===== src/rtl/weg_pkg.sv =====
package weg_pkg;
  localparam logic [7:0] SLAVE_CTRL = 8'hDE;
  localparam logic [7:0] SLAVE_ARRAY = 8'hAE;

  typedef enum logic [1:0] {PH_IDLE, PH_SLAVE, PH_ADDR, PH_DATA} phase_t;
  typedef enum logic [1:0] {TG_NONE, TG_CTRL, TG_ARRAY} target_t;

  typedef struct packed {
    logic statWr;
    logic bpWr;
    logic rtcWr;
    logic nvKick;
    logic rdReq;
  } strobe_t;
endpackage


===== src/rtl/weg_sequencer.sv =====
module weg_sequencer
  import weg_pkg::*;
#(
  parameter int AW = 11,
  parameter int CAW = 6,
  parameter int MAX_BURST = 8,
  parameter int STAT_ADDR = 'h3F,
  parameter int BP_ADDR = 'h10,
  parameter int RTC_BASE = 'h30,
  parameter int RTC_NUM = 8
) (
  input  logic          clk,
  input  logic          rstN,
  input  logic          startEv,
  input  logic          stopEv,
  input  logic          slaveEv,
  input  logic          addrEv,
  input  logic          dataEv,
  input  logic          readEv,
  input  logic [7:0]    busByte,
  input  logic [AW-1:0] busAddr,
  input  logic          wel,
  input  logic          rwel,
  input  logic          busy,
  input  logic          protHit,
  output strobe_t       stb,
  output logic [AW-1:0] ptr,
  output logic          ackValid,
  output logic          ackOut,
  output logic          nvStart
);
  localparam int CW = $clog2(MAX_BURST + 1);

  phase_t phase, phaseN;
  target_t tgt, tgtN;
  logic [AW-1:0] ptrN;
  logic [CW-1:0] cnt, cntN;
  logic dirty, dirtyN;
  logic ackV, ackN;
  logic [CAW-1:0] ctrlIdx, ctrlInc;
  logic isStat, isRtc, ctrlOk;

  assign ctrlIdx = ptr[CAW-1:0];
  assign ctrlInc = ctrlIdx + 1'b1;
  assign isStat = (ctrlIdx == CAW'(STAT_ADDR));
  assign isRtc = (int'(ctrlIdx) >= RTC_BASE) && (int'(ctrlIdx) < RTC_BASE + RTC_NUM);
  assign ctrlOk = wel && rwel && (cnt < CW'(MAX_BURST));

  always_comb begin
    phaseN = phase;
    tgtN = tgt;
    ptrN = ptr;
    cntN = cnt;
    dirtyN = dirty;
    ackV = 1'b0;
    ackN = 1'b0;
    stb = '0;
    if (startEv) begin
      phaseN = PH_SLAVE;
      tgtN = TG_NONE;
      cntN = '0;
    end else if (stopEv) begin
      stb.nvKick = dirty;
      dirtyN = 1'b0;
      phaseN = PH_IDLE;
      tgtN = TG_NONE;
    end else if (slaveEv) begin
      ackV = 1'b1;
      phaseN = PH_IDLE;
      if (phase == PH_SLAVE && !busy) begin
        if (busByte == SLAVE_CTRL) begin
          ackN = 1'b1;
          tgtN = TG_CTRL;
          phaseN = PH_ADDR;
        end else if (busByte == SLAVE_ARRAY) begin
          ackN = 1'b1;
          tgtN = TG_ARRAY;
          phaseN = PH_ADDR;
        end
      end
    end else if (addrEv) begin
      ackV = 1'b1;
      phaseN = PH_IDLE;
      if (phase == PH_ADDR) begin
        if (tgt == TG_ARRAY || busAddr[AW-1:CAW] == '0) begin
          ackN = 1'b1;
          ptrN = busAddr;
          phaseN = PH_DATA;
        end
      end
    end else if (dataEv) begin
      ackV = 1'b1;
      if (phase == PH_DATA) begin
        if (tgt == TG_ARRAY) begin
          ackN = wel && !protHit;
          dirtyN = dirty || ackN;
          ptrN = ptr + 1'b1;
        end else if (isStat) begin
          ackN = 1'b1;
          stb.statWr = 1'b1;
          ptrN = AW'(ctrlInc);
        end else begin
          ackN = ctrlOk;
          if (ctrlOk) begin
            dirtyN = 1'b1;
            cntN = cnt + 1'b1;
            stb.bpWr = (ctrlIdx == CAW'(BP_ADDR));
            stb.rtcWr = isRtc;
          end
          ptrN = AW'(ctrlInc);
        end
      end
    end else if (readEv && phase == PH_DATA && tgt == TG_CTRL) begin
      stb.rdReq = 1'b1;
      ptrN = AW'(ctrlInc);
    end
  end

  always_ff @(posedge clk) begin
    if (!rstN) begin
      phase <= PH_IDLE;
      tgt <= TG_NONE;
      ptr <= '0;
      cnt <= '0;
      dirty <= 1'b0;
      ackValid <= 1'b0;
      ackOut <= 1'b0;
      nvStart <= 1'b0;
    end else begin
      phase <= phaseN;
      tgt <= tgtN;
      ptr <= ptrN;
      cnt <= cntN;
      dirty <= dirtyN;
      ackValid <= ackV;
      ackOut <= ackN;
      nvStart <= stb.nvKick;
    end
  end
endmodule


===== src/rtl/weg_state.sv =====
module weg_state
  import weg_pkg::*;
#(
  parameter int AW = 11,
  parameter int CAW = 6,
  parameter int PAGE_BITS = 6,
  parameter int NV_TICKS = 2500000,
  parameter logic [2:0] BP_INIT = 3'd0,
  parameter int STAT_ADDR = 'h3F,
  parameter int BP_ADDR = 'h10
) (
  input  logic          clk,
  input  logic          rstN,
  input  logic          lostAllPower,
  input  strobe_t       stb,
  input  logic [7:0]    busByte,
  input  logic [AW-1:0] ptr,
  output logic          wel,
  output logic          rwel,
  output logic          busy,
  output logic          protHit,
  output logic [7:0]    statusOut,
  output logic [2:0]    bpOut,
  output logic          rdValid,
  output logic [7:0]    rdData
);
  localparam int TW = $clog2(NV_TICKS + 1);

  logic rtcFail;
  logic [TW-1:0] timer;

  assign busy = (timer != '0);
  assign statusOut = {busy, 4'b0000, rwel, wel, rtcFail};

  always_comb begin
    case (bpOut)
      3'd0: protHit = 1'b0;
      3'd1: protHit = (ptr[AW-1:AW-2] == 2'b11);
      3'd2: protHit = ptr[AW-1];
      3'd3: protHit = 1'b1;
      default: protHit = ((ptr >> (PAGE_BITS + int'(bpOut[1:0]))) == '0);
    endcase
  end

  always_ff @(posedge clk) begin
    if (!rstN) begin
      wel <= 1'b0;
      rwel <= 1'b0;
      rtcFail <= lostAllPower;
      bpOut <= BP_INIT;
      timer <= '0;
      rdValid <= 1'b0;
      rdData <= '0;
    end else begin
      if (stb.statWr) begin
        case (busByte)
          8'h00: begin wel <= 1'b0; rwel <= 1'b0; end
          8'h02: begin wel <= 1'b1; rwel <= 1'b0; end
          8'h06: if (wel) rwel <= 1'b1;
          default: ;
        endcase
      end
      if (timer == TW'(1)) rwel <= 1'b0;
      if (stb.bpWr) bpOut <= busByte[2:0];
      if (stb.rtcWr) rtcFail <= 1'b0;
      if (stb.nvKick) timer <= TW'(NV_TICKS);
      else if (busy) timer <= timer - 1'b1;
      rdValid <= stb.rdReq;
      if (stb.rdReq) begin
        if (ptr[CAW-1:0] == CAW'(STAT_ADDR)) rdData <= statusOut;
        else if (ptr[CAW-1:0] == CAW'(BP_ADDR)) rdData <= {5'b00000, bpOut};
        else rdData <= 8'h00;
      end
    end
  end
endmodule


===== src/rtl/wr_enable_guard.sv =====
module wr_enable_guard
  import weg_pkg::*;
#(
  parameter int AW = 11,
  parameter int PAGE_BITS = 6,
  parameter int NV_TICKS = 2500000,
  parameter logic [2:0] BP_INIT = 3'd0
) (
  input  logic          clk,
  input  logic          rstN,
  input  logic          lostAllPower,
  input  logic          startEv,
  input  logic          stopEv,
  input  logic          slaveEv,
  input  logic          addrEv,
  input  logic          dataEv,
  input  logic          readEv,
  input  logic [7:0]    busByte,
  input  logic [AW-1:0] busAddr,
  output logic          ackValid,
  output logic          ackOut,
  output logic          nvStart,
  output logic          busy,
  output logic [7:0]    statusOut,
  output logic [2:0]    bpOut,
  output logic          rdValid,
  output logic [7:0]    rdData
);
  localparam int CAW = 6;

  strobe_t stb;
  logic [AW-1:0] ptr;
  logic wel, rwel, protHit;

  weg_sequencer #(.AW(AW), .CAW(CAW)) u_seq (
    .clk(clk), .rstN(rstN), .startEv(startEv), .stopEv(stopEv),
    .slaveEv(slaveEv), .addrEv(addrEv), .dataEv(dataEv), .readEv(readEv),
    .busByte(busByte), .busAddr(busAddr), .wel(wel), .rwel(rwel),
    .busy(busy), .protHit(protHit), .stb(stb), .ptr(ptr),
    .ackValid(ackValid), .ackOut(ackOut), .nvStart(nvStart)
  );

  weg_state #(.AW(AW), .CAW(CAW), .PAGE_BITS(PAGE_BITS), .NV_TICKS(NV_TICKS),
              .BP_INIT(BP_INIT)) u_state (
    .clk(clk), .rstN(rstN), .lostAllPower(lostAllPower), .stb(stb),
    .busByte(busByte), .ptr(ptr), .wel(wel), .rwel(rwel), .busy(busy),
    .protHit(protHit), .statusOut(statusOut), .bpOut(bpOut),
    .rdValid(rdValid), .rdData(rdData)
  );
endmodule


===== config.mk =====
export PLATFORM = sky130hd
export DESIGN_NAME = wr_enable_guard
export DESIGN_NICKNAME = d
export VERILOG_FILES = /design/src/rtl/weg_pkg.sv /design/src/rtl/weg_sequencer.sv /design/src/rtl/weg_state.sv /design/src/rtl/wr_enable_guard.sv
export SDC_FILE = /design/constraint.sdc
export NUM_CORES = 1
export LEC_CHECK = 0
export ABC_AREA = 1
export BUFFER_PORTS_ARGS = -buffer_cell sky130_fd_sc_hd__buf_2
export CAP_MARGIN = 20
export CORE_MARGIN = 1
export CORE_UTILIZATION = 60
export DETAILED_ROUTE_END_ITERATION = 16
export HOLD_SLACK_MARGIN = 0.15
export PLACE_DENSITY_LB_ADDON = 0.2
export SLEW_MARGIN = 10
export SYNTH_ARGS = -nofsm -noshare
export SYNTH_HDL_FRONTEND = slang
export SYNTH_SLANG_ARGS = --single-unit

===== constraint.sdc =====
create_clock -name clk -period 4.3 [get_ports clk]
set_clock_uncertainty 0.15 [all_clocks]
set_input_delay 0.215 -clock clk [delete_from_list [all_inputs] [get_ports clk]]
set_output_delay 0.215 -clock clk [all_outputs]
set_load 0.02 [all_outputs]

==> run_results.csv, run 1 <==
group,metric,value,unit
synth,seq_area_frac_synth,0.3292,
layout,final_nets,621,
sta,max_freq,0.4334,GHz
synth,synthDistinctLibCells,39,
setup_path,reg2reg_depth,9,
placement,dp_hpwl,6107,um
layout,fillers,459,
layout,final_core_util,0.7103,
setup_path,crit_path_end_kind,"register",
setup_path,crit_chain,"ha_1 -> nand3_2 -> inv_1 -> nand2_1 -> nor2_2 -> nand3_1 -> o21ai_1 -> nor2_1 -> dlygate4sd3_1",
hold_path,whs_endpoint,"u_seq.ptr[0]$_SDFFE_PN0P_",
floorplan,row_count,27,
placement,place.gp.congestion,0.9060,
grt,met2_usage,0.4708,
clocking,clockRootBuffer,"clkbuf_8",
power,p_seq_frac,0.369,
synth,synthTopCellsByArea,"dfxtp_1 (32%), nand2_1 (13%), nor2_1 (12%)",
floorplan,dieArea,6033,um2
power,p_sw_frac,0.4414,
power,pwr_density_cell,457.7,nW/um2
power,power_switching,0.0007901,W
sta,fin_crit,2.307,ns
sta,finalHoldViolCount,0,
setup_path,ff2ff_setup_slack,1.99,ns
clocking,clkSinkCount,56,
sta,rsz0062_at_grt,"no",
synth,ys_warn_count,0,
outcome,status,"completed",
layout,syn_to_final_growth,13.84,%
routing,num_vias,3573,
layout,drive_above_1_share,0.1344,
synth,yosysTopAreaCell,"dfxtp_1",
setup_path,regToRegEndpoint,"u_state.wel$_SDFFE_PN0P_",
power,p_clk_frac,0.165,
routing,via_per_inst,5.414,
grt,gr-total-overflow,0,
clocking,cts_buffers,5,
grt,use_met1,0.3934,
routing,drc_errors,0,
placement,port_buffers,43,
synth,synth_edf_count,1,
setup_path,critical_path_arrival,2.36,ns
clocking,ctsLongestPathBuffers,2,
setup_path,slowest_stage,"dlygate4sd3_1",
setup_path,max_stage_delay,0.56,ns
synth,synth-async-reset-ratio,0,
synth,synth_top_area_share,0.3205,
synth,synthMostInstantiatedCell,"nand2_1",
setup_path,r2r-start,"u_seq.ptr[1]$_SDFFE_PN0P_",
sta,drv_slew,0,
grt,antenna_found_initial,0,
grt,grt_pass1_wl,14010,um
setup_path,criticalPathCategory,"reg2reg",
sta,setup_viol,0,
routing,wire_per_inst,12.71,um
clocking,clkTransAtPathRegs,0.10,ns
synth,syn_inst,530,
grt,grt_pass1_vias,3102,
layout,insertedDiodeCount,0,
setup_path,startpoint_type,"register",
hold_path,hold_path_startpoint,"rstN",
power,comb_power_share,0.465,
power,p_int,0.001000,W
flow_run,cap_viol_max_count,0,
synth,synthFlopType,"dfxtp_1",
grt,grt_max_degree,25,
grt,grt_usage,0.2907,
setup_path,cp_data_required_time,4.35,ns
sta,min_period_over_period,0.5366,
grt,grt_busiest_layer,"met2",
hold_path,hold_depth,3,
synth,syn-cell-area,3436,um2
routing,first_iter_violations,335,
sta,layout_setup_ws,1.993,ns
floorplan,pin_count,52,
floorplan,die_w,77.67,um
clocking,tritoncts,"done",
floorplan,initial_core_util,0.6239,
placement,dp_slack,2.508,ns
routing,routed_wl,8386,um
hold_path,min_path_type,"in2reg",
synth,post_synth.cell_area_avg,6.483,um2
power,p_leak,1.819,nW
synth,synth_top_cells_by_count,"nand2_1 (121), nor2_1 (111), dfxtp_1 (55)",
floorplan,core,5507,um2
clocking,worstSkewPairLatency,0.32,ns
routing,ant_nets,0,
sta,tns,0,ns
routing,dr.pass1.iters,6,
floorplan,die_h,77.67,um
grt,gr-usage-met3,0.05294,
clocking,h-tree-depth,2,
power,vdd_drop_max,0.2454,mV
synth,ys_seq_elements,56,
setup_path,crit_path_max_fanout,5,
## worst max-delay path by stage
stage                                             start                       endpoint  slack [ns]  depth (start not counted)
after global placement    u_state.timer[0]$_SDFFE_PP0P_  u_state.timer[8]$_SDFFE_PN0P_        2.54                          7
final                         u_seq.ptr[1]$_SDFFE_PN0P_       u_state.wel$_SDFFE_PN0P_        1.99                          9
after global routing          u_seq.ptr[0]$_SDFFE_PN0P_       u_state.wel$_SDFFE_PN0P_        1.89                          9
after CTS                     u_seq.ptr[0]$_SDFFE_PN0P_       u_state.wel$_SDFFE_PN0P_        2.05                          9
after floorplan           u_state.timer[0]$_SDFFE_PP0P_  u_state.timer[8]$_SDFFE_PN0P_        2.65                          7
after detailed placement  u_state.timer[0]$_SDFFE_PP0P_  u_state.timer[8]$_SDFFE_PN0P_        2.51                          7
## power by group through the flow
stage               combinational [W]  sequential (W)  clock [W]
global placement             0.000784        0.000667          0
floorplan                    0.000674        0.000650          0
detailed placement           0.000801        0.000669          0
CTS                          0.000826        0.000658   0.000302
global route                 0.000948        0.000669   0.000320
finish                       0.000833        0.000661   0.000296
## critical path, delay by kind of cell, from the launching register on
kind,cells,cell delay [ns]
AOI/OAI and AO/OA,1,0.14
adders and majority gates,1,0.23
buffers and inverters,2,0.70
DFF,1,0.41
and+or+nand+nor,5,0.56
## per-layer routing
metal,part of all wire,wire [um]
met1,0.46,3823
met2,0.46,3819
met3,0.080,669
met4,0.0086,72
met5,0,0
## cells in the final DEF, fill, tap and decap left out, types with 2 or more instances in the layout
| cell | synthesis | final |
|---|---|---|
| a21o_1 | 2 | 2 |
| a21oi_1 | 32 | 32 |
| a31oi_1 | 2 | 2 |
| buf_2 | 2 | 43 |
| clkbuf_8 | 0 | 5 |
| clkinv_1 | 2 | 2 |
| conb_1 | 1 | 8 |
| dfxtp_1 | 55 | 55 |
| dlygate4sd3_1 | 0 | 20 |
| ha_1 | 6 | 6 |
| inv_1 | 50 | 50 |
| nand2_1 | 121 | 121 |
| nand2_2 | 2 | 2 |
| nand3_1 | 40 | 40 |
| nand3_2 | 2 | 2 |
| nand3_4 | 2 | 2 |
| nand3b_1 | 6 | 6 |
| nand4_1 | 8 | 8 |
| nor2_1 | 111 | 111 |
| nor2_2 | 6 | 6 |
| nor2_4 | 6 | 6 |
| nor3_1 | 4 | 4 |
| o21ai_0 | 18 | 18 |
| o21ai_1 | 7 | 7 |
| o31ai_1 | 2 | 2 |
| or2_2 | 4 | 4 |
| xnor2_1 | 6 | 6 |
| xor2_1 | 5 | 5 |
## logic make-up after synthesis
logic type               synth area share
AND/OR/NAND/NOR                    0.4137
buffers and inverters              0.1016
AO/OA/AOI/OAI                      0.1045
flip-flops                         0.3292
XOR/XNOR                          0.02804
adder cells (fa/ha/maj)           0.02185
other                            0.001091
## metrics by stage
stage	area (um2)	total power, W	hold slack (ns)	cells
3_3_place_gp	3622	0.001450	0.2926	632
3_5_place_dp	3622	0.001469	0.3000	632
4_1_cts	3911	0.001785	0.1540	660
2_1_floorplan	3462	0.001324	0.2034	537
6_report	3911	0.001790	0.1822	660
5_1_grt	3911	0.001937	0.2002	660
## registers in the layout (all words and copies together), names as in the netlist, 2 cells and up
register / count
u_state.timer: 22
u_seq.ptr: 11
u_seq.cnt: 4
u_state.rdData: 4
u_state.bpOut: 3
u_seq.phase: 2
u_seq.tgt: 2
## final cells by class
| type | instances | area [um2] | share of cell area |
|---|---|---|---|
| clock buffer | 6 | 72.57 | 0.01855 |
| clock inverter | 2 | 16.27 | 0.004159 |
| inverter | 54 | 203.9 | 0.05214 |
| multi-input combinational | 407 | 1982 | 0.5067 |
| sequential | 56 | 1131 | 0.2892 |
| tap | 72 | 90.09 | 0.02303 |
| timing repair buffer | 63 | 415.4 | 0.1062 |
## timing repair
action | 4_1_cts | 5_1_grt
buffers inserted | 0 | 0
endpoints found under the hold margin | 24 | 0
gates resized for setup | 0 | 0
hold buffers | 20 | 0
Power figures use the tool's default switching activity.
==> run 2: changes to the inputs <==
--- a/config.mk
+++ b/config.mk
@@ -9,7 +9,7 @@
 export BUFFER_PORTS_ARGS = -buffer_cell sky130_fd_sc_hd__buf_2
 export CAP_MARGIN = 20
 export CORE_MARGIN = 1
-export CORE_UTILIZATION = 60
+export CORE_UTILIZATION = 52
 export DETAILED_ROUTE_END_ITERATION = 16
 export HOLD_SLACK_MARGIN = 0.15
 export PLACE_DENSITY_LB_ADDON = 0.2
==> constraint.sdc (replaced) <==
create_clock -name clk -period 1.9 [get_ports clk]
set_clock_uncertainty 0.15 [all_clocks]
set_input_delay 0.095 -clock clk [delete_from_list [all_inputs] [get_ports clk]]
set_output_delay 0.095 -clock clk [all_outputs]
set_load 0.02 [all_outputs]
==> run_results.csv, run 2 (synthesized netlist as in run 1, its figures left out) <==
group,metric,value,unit
outcome,status,"completed",
setup_path,regToRegEndpoint,"u_state.rtcFail$_SDFFCE_PP0P_",
hold_path,whs_endpoint,"u_seq.ptr[10]$_SDFFE_PN0P_",
sta,min_period_over_period,0.9520,
hold_path,min_path_type,"in2reg",
power,pwr_density_cell,1003,nW/um2
layout,fillers,560,
floorplan,core,6350,um2
grt,antenna_found_initial,0,
clocking,cts_buffers,5,
sta,setup_viol,0,
routing,via_per_inst,5.150,
setup_path,cp_top_family,"simple AND/OR/NAND/NOR gates",
sta,finalHoldViolCount,0,
routing,dr.pass1.iters,5,
routing,routed_wl,8402,um
flow_run,cap_viol_max_count,0,
routing,num_vias,3492,
grt,grt_pass1_vias,3143,
placement,dp_hpwl,6095,um
grt,gr-total-overflow,0,
layout,syn_to_final_growth,18.35,%
layout,largest_reg_flops,22,
grt,grt_pass1_wl,14420,um
floorplan,die_h,83.29,um
setup_path,cp.depth,6,
layout,layout_common_cells,"nand2_1 (121), nor2_1 (110), dfxtp_1 (53)",
layout,insertedDiodeCount,0,
setup_path,cp_data_required_time,1.65,ns
setup_path,crit_start,"u_state.timer[1]$_SDFFE_PP0P_",
routing,top_layer_used,"met4",
routing,wire_per_inst,12.39,um
routing,ant_nets,0,
layout,final_core_util,0.6404,
layout,layout_commonest_cell,"nand2_1",
layout,largest-register,"u_state.timer",
setup_path,startpoint_type,"register",
grt,grt_usage,0.2522,
setup_path,crit_path_max_fanout,10,
routing,wl_met3,524,um
routing,wl_met2,3631,um
setup_path,ff2ff_setup_slack,0.09,ns
setup_path,crit_buf_inv,2,
floorplan,dieArea,6936,um2
layout,final_cell_area,4066,um2
setup_path,r2r-start,"u_seq.ptr[0]$_SDFFE_PN0P_",
clocking,worstSkewPairLatency,0.32,ns
setup_path,max_stage_delay,0.34,ns
floorplan,pin_count,52,
setup_path,reg2reg_depth,6,
setup_path,critical_path_arrival,1.56,ns
routing,first_iter_violations,296,
placement,port_buffers,43,
sta,drv_slew,0,
clocking,ctsLongestPathBuffers,2,
sta,max_freq,0.5528,GHz
hold_path,hold_path_startpoint,"addrEv",
setup_path,crit_path_end_kind,"output pin",
layout,final_nets,634,
placement,placed_cell_area,3659,um2
placement,place.gp.congestion,0.8844,
clocking,clkSinkCount,56,
clocking,clkTransAtPathRegs,0.11,ns
power,vdd_drop_max,0.8566,mV
clocking,clockRootBuffer,"clkbuf_8",
sta,hold_slack,0.1763,ns
setup_path,slowest_stage,"dfxtp_1",
setup_path,crit_chain,"inv_1 -> ha_1 -> nand2_1 -> nor2_4 -> nand3_4 -> buf_4",
clocking,h-tree-depth,2,
routing,drt-met1-wl,4181,um
setup_path,criticalPathCategory,"reg2out",
layout,drive_above_1_share,0.1514,
sta,fin_crit,1.809,ns
routing,drc_errors,0,
floorplan,die_w,83.29,um
layout,top_regs,"u_state.timer (22), u_seq.ptr (11)",
floorplan,initial_core_util,0.5411,
clocking,tritoncts,"done",
grt,grt_max_degree,24,
power,p_leak,1.876,nW
floorplan,row_count,29,
hold_path,hold_depth,5,
-- run 2: metrics by stage --
stage	worst slack [ns]	setup TNS [ns]	power (W)	instances
global route	-0.03721	-0.03721	0.004407	678
CTS	0.04560	0	0.004039	677
detailed placement	0.1136	0	0.003321	641
floorplan	0.2486	0	0.002997	537
finish	0.09115	0	0.004080	678
global placement	0.1931	0	0.003287	641
-- run 2: where the power goes --
part | internal, W | switching [W]
Sequential | 0.00134 | 0.000149
Combinational | 0.000701 | 0.00121
Clock | 0.000262 | 0.000417
-- run 2: how the worst max path moves through the flow --
stage / endpoint / slack, ns
after floorplan: u_state.timer[8]$_SDFFE_PN0P_ / 0.25
after global placement: u_state.rtcFail$_SDFFCE_PP0P_ / 0.19
after detailed placement: u_state.rtcFail$_SDFFCE_PP0P_ / 0.11
after CTS: busy / 0.05
after global routing: u_state.rtcFail$_SDFFCE_PP0P_ / -0.04
final: statusOut[7] / 0.09
-- run 2: what timing repair did --
item                                    CTS  global route
buffers inserted                          0             1
gates resized for setup                   0             9
endpoints found under the setup margin    0             7
hold buffers                             28             0
hold endpoints to repair                 42             0
-- run 2: routing by layer --
layer | up-vias | track usage
met3 | 5 | 0.03678
met1 | 1562 | 0.3700
met4 | 0 | 0.05172
li1 | 1812 | -
met2 | 113 | 0.3927
met5 | - | 0
-- run 2: worst register-to-register path, stage by stage (launching register included) --
cell and delay, ns:
dfxtp_2 0.36, ha_1 0.23, nand3_2 0.15, nor2_4 0.07, nor2_1 0.15, nand3_1 0.16
o31ai_2 0.25
-- run 2: cell type report --
cell class | count | area (um2) | area share
Multi-Input combinational cell | 407 | 2004 | 0.4929
Sequential cell | 56 | 1134 | 0.2788
Timing Repair Buffer | 76 | 535.5 | 0.1317
Clock inverter | 3 | 23.77 | 0.005846
Clock buffer | 5 | 68.82 | 0.01692
Inverter | 54 | 203.9 | 0.05015
Tap cell | 77 | 96.34 | 0.02369
==> run 3: changes to the inputs <==
--- a/config.mk
+++ b/config.mk
@@ -10,10 +10,12 @@
 export CAP_MARGIN = 20
 export CORE_MARGIN = 1
 export CORE_UTILIZATION = 52
+export CTS_BUF_LIST = sky130_fd_sc_hd__clkbuf_8 sky130_fd_sc_hd__clkbuf_16
 export DETAILED_ROUTE_END_ITERATION = 16
 export HOLD_SLACK_MARGIN = 0.15
 export PLACE_DENSITY_LB_ADDON = 0.2
 export SLEW_MARGIN = 10
 export SYNTH_ARGS = -nofsm -noshare
 export SYNTH_HDL_FRONTEND = slang
+export SYNTH_HIERARCHICAL = 1
 export SYNTH_SLANG_ARGS = --single-unit
==> constraint.sdc (replaced) <==
create_clock -name clk -period 1.9 [get_ports clk]
set_clock_uncertainty 0.15 [all_clocks]
set_input_delay 0.285 -clock clk [delete_from_list [all_inputs] [get_ports clk]]
set_output_delay 0.285 -clock clk [all_outputs]
set_load 0.02 [all_outputs]
==> run_results.csv, run 3 <==
group,metric,value,unit
clocking,worstSkewPairLatency,0.32,ns
synth,synthDistinctLibCells,41,
routing,dr.pass1.iters,5,
grt,gr-total-overflow,0,
sta,drv_slew,0,
power,p_sw_frac,0.4545,
placement,post-place-cells,700,
power,p_int,0.002793,W
grt,grt_usage,0.2674,
floorplan,row_count,30,
routing,routed_wl,9341,um
floorplan,core,6794,um2
layout,drive_above_1_share,0.2210,
synth,ys_warn_count,6,
floorplan,die_w,85.78,um
sta,tns,0,ns
synth,seq_area_frac_synth,0.3099,
layout,multi_input_area,2187,um2
setup_path,slowest_stage,"dlygate4sd3_1",
setup_path,reg2reg_depth,7,
sta,finalHoldViolCount,0,
synth,synth_top_area_share,0.3017,
layout,fillers,643,
sta,min_period_over_period,0.9719,
hold_path,hold_depth,5,
placement,dp_hpwl,7010,um
setup_path,crit_start,"dataEv",
synth,synth_edf_count,1,
clocking,clockRootBuffer,"clkbuf_8",
hold_path,hold_path_startpoint,"busAddr[2]",
synth,ys_seq_elements,56,
clocking,ctsLongestPathBuffers,2,
setup_path,max_stage_delay,0.53,ns
setup_path,cp_top_family,"buffers and inverters",
setup_path,critical_path_arrival,1.75,ns
setup_path,criticalPathCategory,"in2reg",
layout,layout_commonest_cell,"nand2_1",
routing,top_layer_used,"met4",
routing,wl_met3,399,um
synth,synthTopCellsByArea,"dfxtp_1 (30%), nand2_1 (13%), nor2_1 (11%)",
power,power_switching,0.002327,W
synth,synthFlopType,"dfxtp_1",
floorplan,die_h,85.78,um
layout,largest_reg_flops,22,
power,p_seq_frac,0.307,
setup_path,cp.depth,7,
setup_path,crit_chain,"dlygate4sd3_1 -> buf_4 -> nand3_4 -> inv_2 -> nand2_1 -> nor4_1 -> or2_2",
floorplan,dieArea,7357,um2
grt,grt_max_degree,19,
synth,synth_top_cells_by_count,"nand2_1 (124), nor2_1 (105), inv_1 (60)",
power,p_leak,2.015,nW
synth,synthMostInstantiatedCell,"nand2_1",
routing,drc_errors,0,
routing,via_per_inst,5.053,
power,pwr_density_cell,1179,nW/um2
layout,final_cell_area,4344,um2
layout,top_regs,"u_state/timer (22), u_seq/ptr (11)",
synth,syn-cell-area,3650,um2
power,comb_power_share,0.559,
layout,layout_common_cells,"nand2_1 (123), nor2_1 (102), inv_1 (59)",
synth,yosysTopAreaCell,"dfxtp_1",
layout,final-seq-area,1140,um2
clocking,cts_buffers,5,
sta,setup_viol,0,
routing,ant_nets,0,
layout,largest-register,"u_state/timer",
grt,antenna_found_initial,0,
setup_path,crit_path_end_kind,"register",
setup_path,crit_buf_inv,3,
layout,syn_to_final_growth,19.03,%
grt,grt_pass1_wl,15690,um
flow_run,cap_viol_max_count,0,
placement,placed_cell_area,3965,um2
hold_path,whs_endpoint,"u_seq/ptr[2]$_SDFFE_PN0P_",
clocking,h-tree-depth,2,
synth,post_synth.cell_area_avg,6.506,um2
layout,final_nets,671,
setup_path,startpoint_type,"input pin",
sta,fin_crit,1.847,ns
synth,syn_inst,561,
clocking,tritoncts,"done",
routing,wire_per_inst,12.73,um
routing,wl_met2,4741,um
setup_path,crit_path_max_fanout,3,
layout,insertedDiodeCount,0,
power,p_clk_frac,0.134,
grt,grt_pass1_vias,3484,
clocking,clkSinkCount,56,
sta,max_freq,0.5415,GHz
synth,synth-async-reset-ratio,0,
setup_path,r2r-start,"u_seq/ptr[0]$_SDFFE_PN0P_",
clocking,clkTransAtPathRegs,0.11,ns
hold_path,min_path_type,"in2reg",
placement,port_buffers,43,
routing,num_vias,3709,
power,vdd_drop_max,0.5363,mV
routing,first_iter_violations,208,
setup_path,ff2ff_setup_slack,0.14,ns
floorplan,pin_count,52,
layout,instances_no_fill,734,
routing,drt-met1-wl,3921,um
setup_path,regToRegEndpoint,"u_state/rtcFail$_SDFFCE_PP0P_",
placement,place.gp.congestion,0.8972,
floorplan,initial_core_util,0.5372,
setup_path,cp_data_required_time,1.81,ns
outcome,status,"completed",
==> run 3: power groups by stage <==
stage | logic, W | registers (W) | clock network (W)
after floorplan | 0.00210 | 0.00154 | 0
after global placement | 0.00248 | 0.00157 | 0
after detailed placement | 0.00253 | 0.00158 | 0
after CTS | 0.00280 | 0.00156 | 0.000711
after global routing | 0.00321 | 0.00160 | 0.000759
final | 0.00286 | 0.00157 | 0.000688
==> run 3: what timing repair did <==
item	CTS	global route
setup endpoints to repair	2	10
setup buffers	8	3
hold buffers	16	0
endpoints found under the hold margin	18	0
pin swaps	8	8
gates resized for setup	5	16
==> run 3: metal layers <==
| metal | global-route usage | vias up |
|---|---|---|
| li1 | - | 1906 |
| met3 | 0.03080 | 25 |
| met4 | 0.1091 | 0 |
| met1 | 0.3248 | 1669 |
| met2 | 0.4800 | 109 |
| met5 | 0 | - |
==> run 3: metrics by stage <==
stage | util | setup WS [ns] | total power [W] | hold slack [ns]
after global routing | 0.6394 | -0.05133 | 0.005574 | 0.1651
after global placement | 0.5836 | 0.1594 | 0.004051 | 0.3016
after floorplan | - | 0.1518 | 0.003638 | 0.2326
final | 0.6394 | 0.05336 | 0.005120 | 0.1565
after detailed placement | 0.5836 | 0.1034 | 0.004111 | 0.3095
after CTS | 0.6297 | 0.03561 | 0.005068 | 0.1508
==> run 3: final cells by class <==
type | count | area share
repair buffers | 80 | 0.1244
flip-flops and latches | 56 | 0.2624
well taps | 96 | 0.02765
multi-input cells | 424 | 0.5035
clock inverters | 3 | 0.005184
clock buffers | 5 | 0.01584
inverters | 70 | 0.06106
==> run 3: how the worst max path moves through the flow <==
stage	end
after floorplan	u_seq/ackOut$_SDFF_PP0_
after global placement	u_state/bpOut[2]$_SDFFE_PN0P_
after detailed placement	u_seq/ackOut$_SDFF_PP0_
after CTS	u_state/rtcFail$_SDFFCE_PP0P_
after global routing	u_state/bpOut[1]$_SDFFE_PN0P_
final	u_state/rtcFail$_SDFFCE_PP0P_
==> run 3: cells by family (layout without fill, tap and decap cells) <==
logic type	after synthesis	count (layout)	share of synthesized area
adder cells (fa/ha/maj)	6	6	0.02057
AND/OR/NAND/NOR	343	343	0.4477
other	1	8	0.001027
buffers and inverters	88	158	0.1080
flip-flops	56	56	0.3099
XOR/XNOR	10	10	0.02400
AO/OA/AOI/OAI	56	56	0.08605
multiplexers	1	1	0.002743
==> run 3: worst min-delay path: stages <==
cell     delay (ns)
buf_2          0.07
nand2_1        0.04
nand2_1        0.06
nor2_1         0.04
nor2_1         0.09
